--- config.mk ---
export PLATFORM = sky130hd
export DESIGN_NAME = rdp_ctrl
export DESIGN_NICKNAME = d
export VERILOG_FILES = /design/src/rtl/rdp_pkg.sv /design/src/rtl/rdp_datapath.sv /design/src/rtl/rdp_control.sv /design/src/rtl/rdp_ctrl.sv
export SDC_FILE = /design/constraint.sdc
export NUM_CORES = 1
export LEC_CHECK = 0
export BUFFER_PORTS_ARGS = -buffer_cell sky130_fd_sc_hd__buf_4
export CAP_MARGIN = 15
export CELL_PAD_IN_SITES_DETAIL_PLACEMENT = 0
export CELL_PAD_IN_SITES_GLOBAL_PLACEMENT = 1
export CORE_ASPECT_RATIO = 0.75
export CORE_MARGIN = 2
export CORE_UTILIZATION = 39
export DETAILED_ROUTE_END_ITERATION = 7
export HOLD_SLACK_MARGIN = 0.06
export PLACE_DENSITY_LB_ADDON = 0.3
export SYNTH_ARGS = -nofsm -noshare
export SYNTH_HDL_FRONTEND = slang
export SYNTH_HIERARCHICAL = 1
export SYNTH_SLANG_ARGS = --single-unit
--- constraint.sdc ---
create_clock -name clk -period 3.4 [get_ports clk]
set_clock_uncertainty 0.1 [all_clocks]
set_input_delay 0.17 -clock clk [delete_from_list [all_inputs] [get_ports clk]]
set_output_delay 0.17 -clock clk [all_outputs]
set_load 0.02 [all_outputs]
--- src/rtl/rdp_pkg.sv ---
package rdp_pkg;

  localparam int LVL_W   = 8;
  localparam int ERASE_N = 4;

  // erase request bit positions
  localparam int ER_FULL = 3;
  localparam int ER_NS   = 2;
  localparam int ER_SRAM = 1;
  localparam int ER_BKP  = 0;

  // code words, pairwise Hamming distance of at least four
  localparam logic [LVL_W-1:0] LVL0  = 8'h3C;
  localparam logic [LVL_W-1:0] LVL05 = 8'h5A;
  localparam logic [LVL_W-1:0] LVL1  = 8'hC3;
  localparam logic [LVL_W-1:0] LVL2  = 8'hA5;

  localparam logic [1:0] BOOT_FLASH = 2'd0;
  localparam logic [1:0] TYPE_RSVD  = 2'd3;

  typedef enum logic [1:0] {ST_LOAD, ST_IDLE, ST_ERASE, ST_WRITE} ctrlState_t;

  typedef struct packed {
    logic loadLevel;
    logic latchTarget;
    logic commitTarget;
    logic blockAccess;
  } ctrlStrobe_t;

  typedef struct packed {
    logic tgtValid;
    logic frozen;
    logic lowering;
    logic fullErase;
    logic partialErase;
  } dpStatus_t;

  function automatic logic isLevel(input logic [LVL_W-1:0] c);
    return (c == LVL0) || (c == LVL05) || (c == LVL1) || (c == LVL2);
  endfunction

  function automatic logic [1:0] levelRank(input logic [LVL_W-1:0] c);
    case (c)
      LVL0:    return 2'd0;
      LVL05:   return 2'd1;
      LVL1:    return 2'd2;
      default: return 2'd3;
    endcase
  endfunction

endpackage

--- src/rtl/rdp_datapath.sv ---
module rdp_datapath
  import rdp_pkg::*;
(
  input  logic             clk,
  input  logic             rstN,
  input  ctrlStrobe_t      strobe,
  input  logic [LVL_W-1:0] nvLoadCode,
  input  logic [LVL_W-1:0] chgCode,
  input  logic [1:0]       bootSrc,
  input  logic             accValid,
  input  logic             accDebug,
  input  logic [1:0]       accType,
  output dpStatus_t        status,
  output logic [LVL_W-1:0] levelCode,
  output logic [LVL_W-1:0] targetCode,
  output logic             accGrant,
  output logic             accBusErr,
  output logic             dbgOff
);

  logic [LVL_W-1:0] levelQ;
  logic [LVL_W-1:0] targetQ;
  logic [1:0]       curRank;
  logic             restricted;
  logic             allowed;

  always_ff @(posedge clk or negedge rstN) begin
    if (!rstN) begin
      levelQ  <= LVL2;
      targetQ <= LVL2;
    end else begin
      if (strobe.loadLevel)
        levelQ <= isLevel(nvLoadCode) ? nvLoadCode : LVL2;
      else if (strobe.commitTarget)
        levelQ <= targetQ;
      if (strobe.latchTarget)
        targetQ <= chgCode;
    end
  end

  always_comb begin
    curRank             = levelRank(levelQ);
    status.tgtValid     = isLevel(chgCode);
    status.frozen       = (levelQ == LVL2);
    status.lowering     = levelRank(chgCode) < curRank;
    status.fullErase    = (chgCode == LVL0);
    status.partialErase = (chgCode == LVL05);
    restricted          = curRank >= 2'd2;
    allowed             = !strobe.blockAccess && (accType != TYPE_RSVD) &&
                          (!restricted || (!accDebug && bootSrc == BOOT_FLASH));
  end

  assign accGrant   = accValid && allowed;
  assign accBusErr  = accValid && !allowed;
  assign levelCode  = levelQ;
  assign targetCode = targetQ;
  assign dbgOff     = (levelQ == LVL2);

endmodule

--- src/rtl/rdp_control.sv ---
module rdp_control
  import rdp_pkg::*;
(
  input  logic               clk,
  input  logic               rstN,
  input  logic               nvLoadValid,
  input  logic               chgReq,
  input  dpStatus_t          status,
  input  logic               eraseFlashAck,
  input  logic               eraseSramAck,
  input  logic               eraseBkpAck,
  input  logic               nvWrAck,
  output ctrlStrobe_t        strobe,
  output logic [ERASE_N-1:0] erasePend,
  output logic               nvWrReq,
  output logic               chgDone,
  output logic               chgErr,
  output logic               loadPhase
);

  ctrlState_t         state;
  logic               regress;
  logic [ERASE_N-1:0] ackVec;
  logic [ERASE_N-1:0] pendNext;
  logic               accept;

  always_comb begin
    ackVec          = '0;
    ackVec[ER_FULL] = eraseFlashAck;
    ackVec[ER_NS]   = eraseFlashAck;
    ackVec[ER_SRAM] = eraseSramAck;
    ackVec[ER_BKP]  = eraseBkpAck;
    pendNext        = erasePend & ~ackVec;
    accept          = (state == ST_IDLE) && chgReq && status.tgtValid && !status.frozen;

    strobe.loadLevel    = (state == ST_LOAD) && nvLoadValid;
    strobe.latchTarget  = accept;
    strobe.commitTarget = (state == ST_WRITE) && nvWrAck;
    strobe.blockAccess  = (state == ST_ERASE) || ((state == ST_WRITE) && regress);
  end

  always_ff @(posedge clk or negedge rstN) begin
    if (!rstN) begin
      state     <= ST_LOAD;
      regress   <= 1'b0;
      erasePend <= '0;
      chgDone   <= 1'b0;
      chgErr    <= 1'b0;
    end else begin
      chgDone <= 1'b0;
      chgErr  <= chgReq && !accept;
      case (state)
        ST_LOAD: if (nvLoadValid) state <= ST_IDLE;
        ST_IDLE: begin
          if (accept) begin
            regress <= status.lowering;
            if (status.lowering) begin
              erasePend[ER_FULL] <= status.fullErase;
              erasePend[ER_NS]   <= status.partialErase;
              erasePend[ER_SRAM] <= status.fullErase;
              erasePend[ER_BKP]  <= status.fullErase;
              state              <= ST_ERASE;
            end else begin
              state <= ST_WRITE;
            end
          end
        end
        ST_ERASE: begin
          erasePend <= pendNext;
          if (pendNext == '0) state <= ST_WRITE;
        end
        ST_WRITE: begin
          if (nvWrAck) begin
            chgDone <= 1'b1;
            regress <= 1'b0;
            state   <= ST_IDLE;
          end
        end
        default: state <= ST_LOAD;
      endcase
    end
  end

  assign nvWrReq   = (state == ST_WRITE);
  assign loadPhase = (state == ST_LOAD);

endmodule

--- src/rtl/rdp_ctrl.sv ---
module rdp_ctrl
  import rdp_pkg::*;
(
  input  logic             clk,
  input  logic             rstN,
  input  logic             nvLoadValid,
  input  logic [LVL_W-1:0] nvLoadCode,
  output logic             nvWrReq,
  output logic [LVL_W-1:0] nvWrCode,
  input  logic             nvWrAck,
  input  logic             chgReq,
  input  logic [LVL_W-1:0] chgCode,
  output logic             chgDone,
  output logic             chgErr,
  input  logic [1:0]       bootSrc,
  input  logic             accValid,
  input  logic             accDebug,
  input  logic [1:0]       accType,
  output logic             accGrant,
  output logic             accBusErr,
  output logic             eraseFlashFull,
  output logic             eraseFlashNs,
  output logic             eraseSram,
  output logic             eraseBkp,
  input  logic             eraseFlashAck,
  input  logic             eraseSramAck,
  input  logic             eraseBkpAck,
  output logic [LVL_W-1:0] levelCode,
  output logic             jtagOff,
  output logic             traceViewOff,
  output logic             instrTraceOff,
  output logic             bscanOff
);

  ctrlStrobe_t        strobe;
  dpStatus_t          status;
  logic [ERASE_N-1:0] erasePend;
  logic               loadPhase;
  logic               dbgOff;

  rdp_control u_ctrl (
    .clk           (clk),
    .rstN          (rstN),
    .nvLoadValid   (nvLoadValid),
    .chgReq        (chgReq),
    .status        (status),
    .eraseFlashAck (eraseFlashAck),
    .eraseSramAck  (eraseSramAck),
    .eraseBkpAck   (eraseBkpAck),
    .nvWrAck       (nvWrAck),
    .strobe        (strobe),
    .erasePend     (erasePend),
    .nvWrReq       (nvWrReq),
    .chgDone       (chgDone),
    .chgErr        (chgErr),
    .loadPhase     (loadPhase)
  );

  rdp_datapath u_dp (
    .clk        (clk),
    .rstN       (rstN),
    .strobe     (strobe),
    .nvLoadCode (nvLoadCode),
    .chgCode    (chgCode),
    .bootSrc    (bootSrc),
    .accValid   (accValid),
    .accDebug   (accDebug),
    .accType    (accType),
    .status     (status),
    .levelCode  (levelCode),
    .targetCode (nvWrCode),
    .accGrant   (accGrant),
    .accBusErr  (accBusErr),
    .dbgOff     (dbgOff)
  );

  assign eraseFlashFull = erasePend[ER_FULL];
  assign eraseFlashNs   = erasePend[ER_NS];
  assign eraseSram      = erasePend[ER_SRAM];
  assign eraseBkp       = erasePend[ER_BKP];
  assign jtagOff        = dbgOff;
  assign traceViewOff   = dbgOff;
  assign instrTraceOff  = dbgOff;
  assign bscanOff       = dbgOff;

endmodule

==> metrics.log <==
INFO  metric status = finished, final reports clean
INFO  metric placeableCoreArea = 3710 µm²
INFO  metric gp_congestion = 0.762
INFO  metric die_width = 76.4 µm
INFO  metric cts-buffers-inserted = 3
INFO  metric finalHoldWorstSlack = 0.0751 ns
INFO  metric most_numerous_cell_types_in_the_synthesized_netlist = sky130_fd_sc_hd__dfrtp_1 (17), sky130_fd_sc_hd__nor2_1 (10)
INFO  metric cell_internal_pwr = roughly 780 µW
INFO  metric maxCapViolCount = 0
INFO  metric detail_route.iter0.violations = 54
INFO  metric timing.max_slew.rel_slack = 0.513
INFO  metric p_clk_frac = 0.140
INFO  metric flow.area_growth_from_synthesis = 36.4%
INFO  metric seq_power_share = 0.378
INFO  metric clockBufferDepth = 2
INFO  metric total_net_switching_power = 484 µW
INFO  metric crit_path_max_incr_delay = 0.59 ns
INFO  metric critical_path.max_fanout = 9
INFO  metric grt-ovfl-total = 0
INFO  metric fin_tns_setup = 0 ns
INFO  metric cts_setup_buffers = 0
INFO  metric cts_tree = built
INFO  metric clkLatencyLatePin = 0.26 ns
INFO  metric synthesis.yosys.warnings = 6
INFO  metric worstSetupPathType = input pin to register
INFO  metric wire_length_of_the_first_global_routing_pass = 6210 µm
INFO  metric avgSynthCellArea = 10.8 µm²
INFO  metric grt.total_usage = 0.176
INFO  metric grt_start_max_net_pins = 26
INFO  metric synth_area_leaders = sky130_fd_sc_hd__dfrtp_1 (28%), sky130_fd_sc_hd__dfstp_2 (14%), sky130_fd_sc_hd__mux2_2 (5.9%)
INFO  metric cp_data_required_time = 3.46 ns
INFO  metric number_of_antenna_violations_at_the_first_check_in_global_routing = 0
INFO  metric maximum_clock_rate = 377 MHz
INFO  metric total_power = 1.26 mW
INFO  metric multiInputGateArea = 827 µm²
INFO  metric die_h = 58.3 µm
INFO  metric via_count_of_the_first_global_routing_pass = about 1300
INFO  metric postPlaceCellArea = 1980 µm²
INFO  metric num_antenna_cells = 0
INFO  metric io_buffer_count = 58
INFO  metric worst-endpoint-arrival = between 2 and 3 ns
INFO  metric netlist.area_leader.share = 0.278
INFO  metric power_switching_share = 0.384
INFO  metric place_hpwl = around 3000 µm
INFO  metric clock-root-buffer = sky130_fd_sc_hd__clkbuf_8
INFO  metric cp_cell_sequence = dlygate4sd3_1 > buf_4 > nand4bb_4 > and2_4 > a21oi_1 > nand3b_1 > nor2_1 > mux2_2
INFO  metric clock_sinks = 25
INFO  metric die_area = 4450 µm²
INFO  metric synth.ff_latch_count = 25
INFO  metric stdcell_area = 2090 µm²
INFO  metric yosys.cell_count.top_type = sky130_fd_sc_hd__dfrtp_1
INFO  metric cts_htree_levels = 1
INFO  metric transition_time_of_the_tightest_slew_check_pin = roughly 0.73 ns
INFO  metric p_per_area = 602 nW/µm²
INFO  metric rsz0062_at_grt = no
INFO  metric io_pins = 59
INFO  metric post_synth_num_cell_types = 40
INFO  metric sequential_cell_area_fraction_in_the_yosys_report = 0.415
INFO  metric holdCritPathClass = input pin to register
INFO  metric share_of_cells_above_drive_strength_1 = 0.436
INFO  metric postSynthCellCount = 142
INFO  metric synth_ff_type = sky130_fd_sc_hd__dfrtp_1
INFO  metric final_min_period_over_clock_period = 0.780
INFO  metric cts_hold_buffers = 5
INFO  metric setup.worst_path.end_class = register
INFO  metric wl_per_cell = 14.6 µm
INFO  metric critPathSlowestCell = sky130_fd_sc_hd__nor2_1
INFO  metric synth.largest_area_cell = sky130_fd_sc_hd__dfrtp_1
INFO  metric static_power_due_to_leakage = 0.979 nW
INFO  metric synth.cell_area = between 1500 and 2000 µm²
INFO  metric final_hold_viol_count = 0
INFO  metric std_cell_rows = 19
INFO  metric layoutNonFillerInstCount = 254
INFO  metric drtPass1Iterations = 4
INFO  metric setup_ws = 0.748 ns
INFO  metric timing.critical_path.from_type = input pin
INFO  metric fill_cells = 351
INFO  metric worst_ir_drop_vdd = 0.000270 V
INFO  metric start_util = 0.413
INFO  metric via_per_inst = roughly 5.1
INFO  metric setup_viol_count_final = 0
INFO  metric maxSlewViolCount = 0
INFO  metric synthArstFlopShare = 1.00
INFO  metric placedCellCount = 244
INFO  metric wl = 3700 µm
INFO  metric detailroute.via_count = 1295
INFO  metric area.sequential = 636 µm²
INFO  metric synth_enable_flop_cells = 0
INFO  metric clk_pin_slew = roughly 0.090 ns
INFO  metric synth.net_count = 177
INFO  metric fin_nets = 238
INFO  metric finalCriticalPeriod = 2.65 ns
INFO  metric drc = 0
INFO  metric antenna_left = 0
INFO  metric combPwrFrac = 0.481
INFO  metric cts_resized = 0
INFO  metric fin_util = 0.564
INFO  metric pre_cts_slack = approximately 0.9 ns
sequential cells by signal, indices dropped and copies added (netlist names):
signal	cells
u_dp/levelCode	8
u_ctrl/regress	1
u_dp/targetCode	8
u_ctrl/erasePend	4
u_ctrl/chgErr	1
u_ctrl/chgDone	1
u_ctrl/state	2
metal layers:
metal | share of wire | vias up | global-route usage
li1 | - | 638 | -
met1 | 0.50 | 610 | 0.268
met2 | 0.42 | 45 | 0.260
met3 | 0.068 | 2 | 0.0322
met4 | 0.0046 | 0 | 0.0390
met5 | 0 | - | 0
power groups by stage:
stage	Clock, mW	Combinational (mW)	Sequential [mW]
floorplan	0	0.322	0.541
global placement	0	0.592	0.474
detailed placement	0	0.605	0.483
CTS	0.185	0.610	0.477
global route	0.202	0.671	0.494
finish	0.177	0.606	0.476
final timing paths:
| path | start | cells after the start | endpoint | slack [ns] |
|---|---|---|---|---|
| worst max-delay path | chgCode[0] | 8 | u_dp/targetCode[3] | 0.75 |
| worst min-delay path | chgCode[6] | 2 | u_dp/targetCode[6] | 0.08 |
| worst max register to register | u_dp/levelCode[5] | 9 | u_ctrl/erasePend[3] | 0.91 |
| worst min register to register | u_ctrl/erasePend[0] | 2 | u_ctrl/erasePend[0] | 0.45 |
| max in group asynchronous | rstN | 2 | u_dp/levelCode[0] | 2.66 |
| min in group asynchronous | rstN | 2 | u_ctrl/erasePend[0] | 0.24 |
layout by cell type (no fill, tap or decap), types with 2 or more instances in the layout:
cell type,instances
sky130_fd_sc_hd__a211oi_1,4
sky130_fd_sc_hd__a21boi_0,2
sky130_fd_sc_hd__a21o_1,2
sky130_fd_sc_hd__a21oi_1,8
sky130_fd_sc_hd__a22o_1,2
sky130_fd_sc_hd__and2_1,3
sky130_fd_sc_hd__and2_4,2
sky130_fd_sc_hd__and4bb_2,2
sky130_fd_sc_hd__buf_4,58
sky130_fd_sc_hd__clkbuf_8,3
sky130_fd_sc_hd__dfrtp_1,17
sky130_fd_sc_hd__dfstp_2,8
sky130_fd_sc_hd__dlygate4sd3_1,6
sky130_fd_sc_hd__ha_1,5
sky130_fd_sc_hd__inv_1,5
sky130_fd_sc_hd__mux2_1,2
sky130_fd_sc_hd__mux2_2,8
sky130_fd_sc_hd__mux2i_1,2
sky130_fd_sc_hd__nand2_1,8
sky130_fd_sc_hd__nand4bb_1,6
sky130_fd_sc_hd__nand4bb_4,2
sky130_fd_sc_hd__nor2_1,10
sky130_fd_sc_hd__nor2b_1,8
sky130_fd_sc_hd__nor4bb_1,2
sky130_fd_sc_hd__o21a_1,2
sky130_fd_sc_hd__o21ai_0,7
sky130_fd_sc_hd__o21ai_1,3
sky130_fd_sc_hd__o22ai_1,2
worst max-delay path: cells and delay by family:
kind | cells | cell delay, ns
AND/OR/NAND/NOR | 4 | 1.17
AO/OA/AOI/OAI | 1 | 0.28
multiplexers | 1 | 0.41
buffers and inverters | 2 | 0.68
cell type report:
class,count,area share
well taps,52,0.0311
clock buffers,3,0.0197
inverters,5,0.00898
multi-input cells,104,0.396
clock inverters,1,0.00359
repair buffers,64,0.237
flip-flops and latches,25,0.304
kinds of logic (layout without fill, tap and decap cells):
logic type,count (synthesis),after routing,share of synthesized area
flip-flops,25,25,0.415
buffers and inverters,13,73,0.0457
multiplexers,12,12,0.0865
AND/OR/NAND/NOR,49,49,0.247
adder cells (fa/ha/maj),5,5,0.0408
AO/OA/AOI/OAI,38,38,0.165
(Power assumes the default switching activity.)
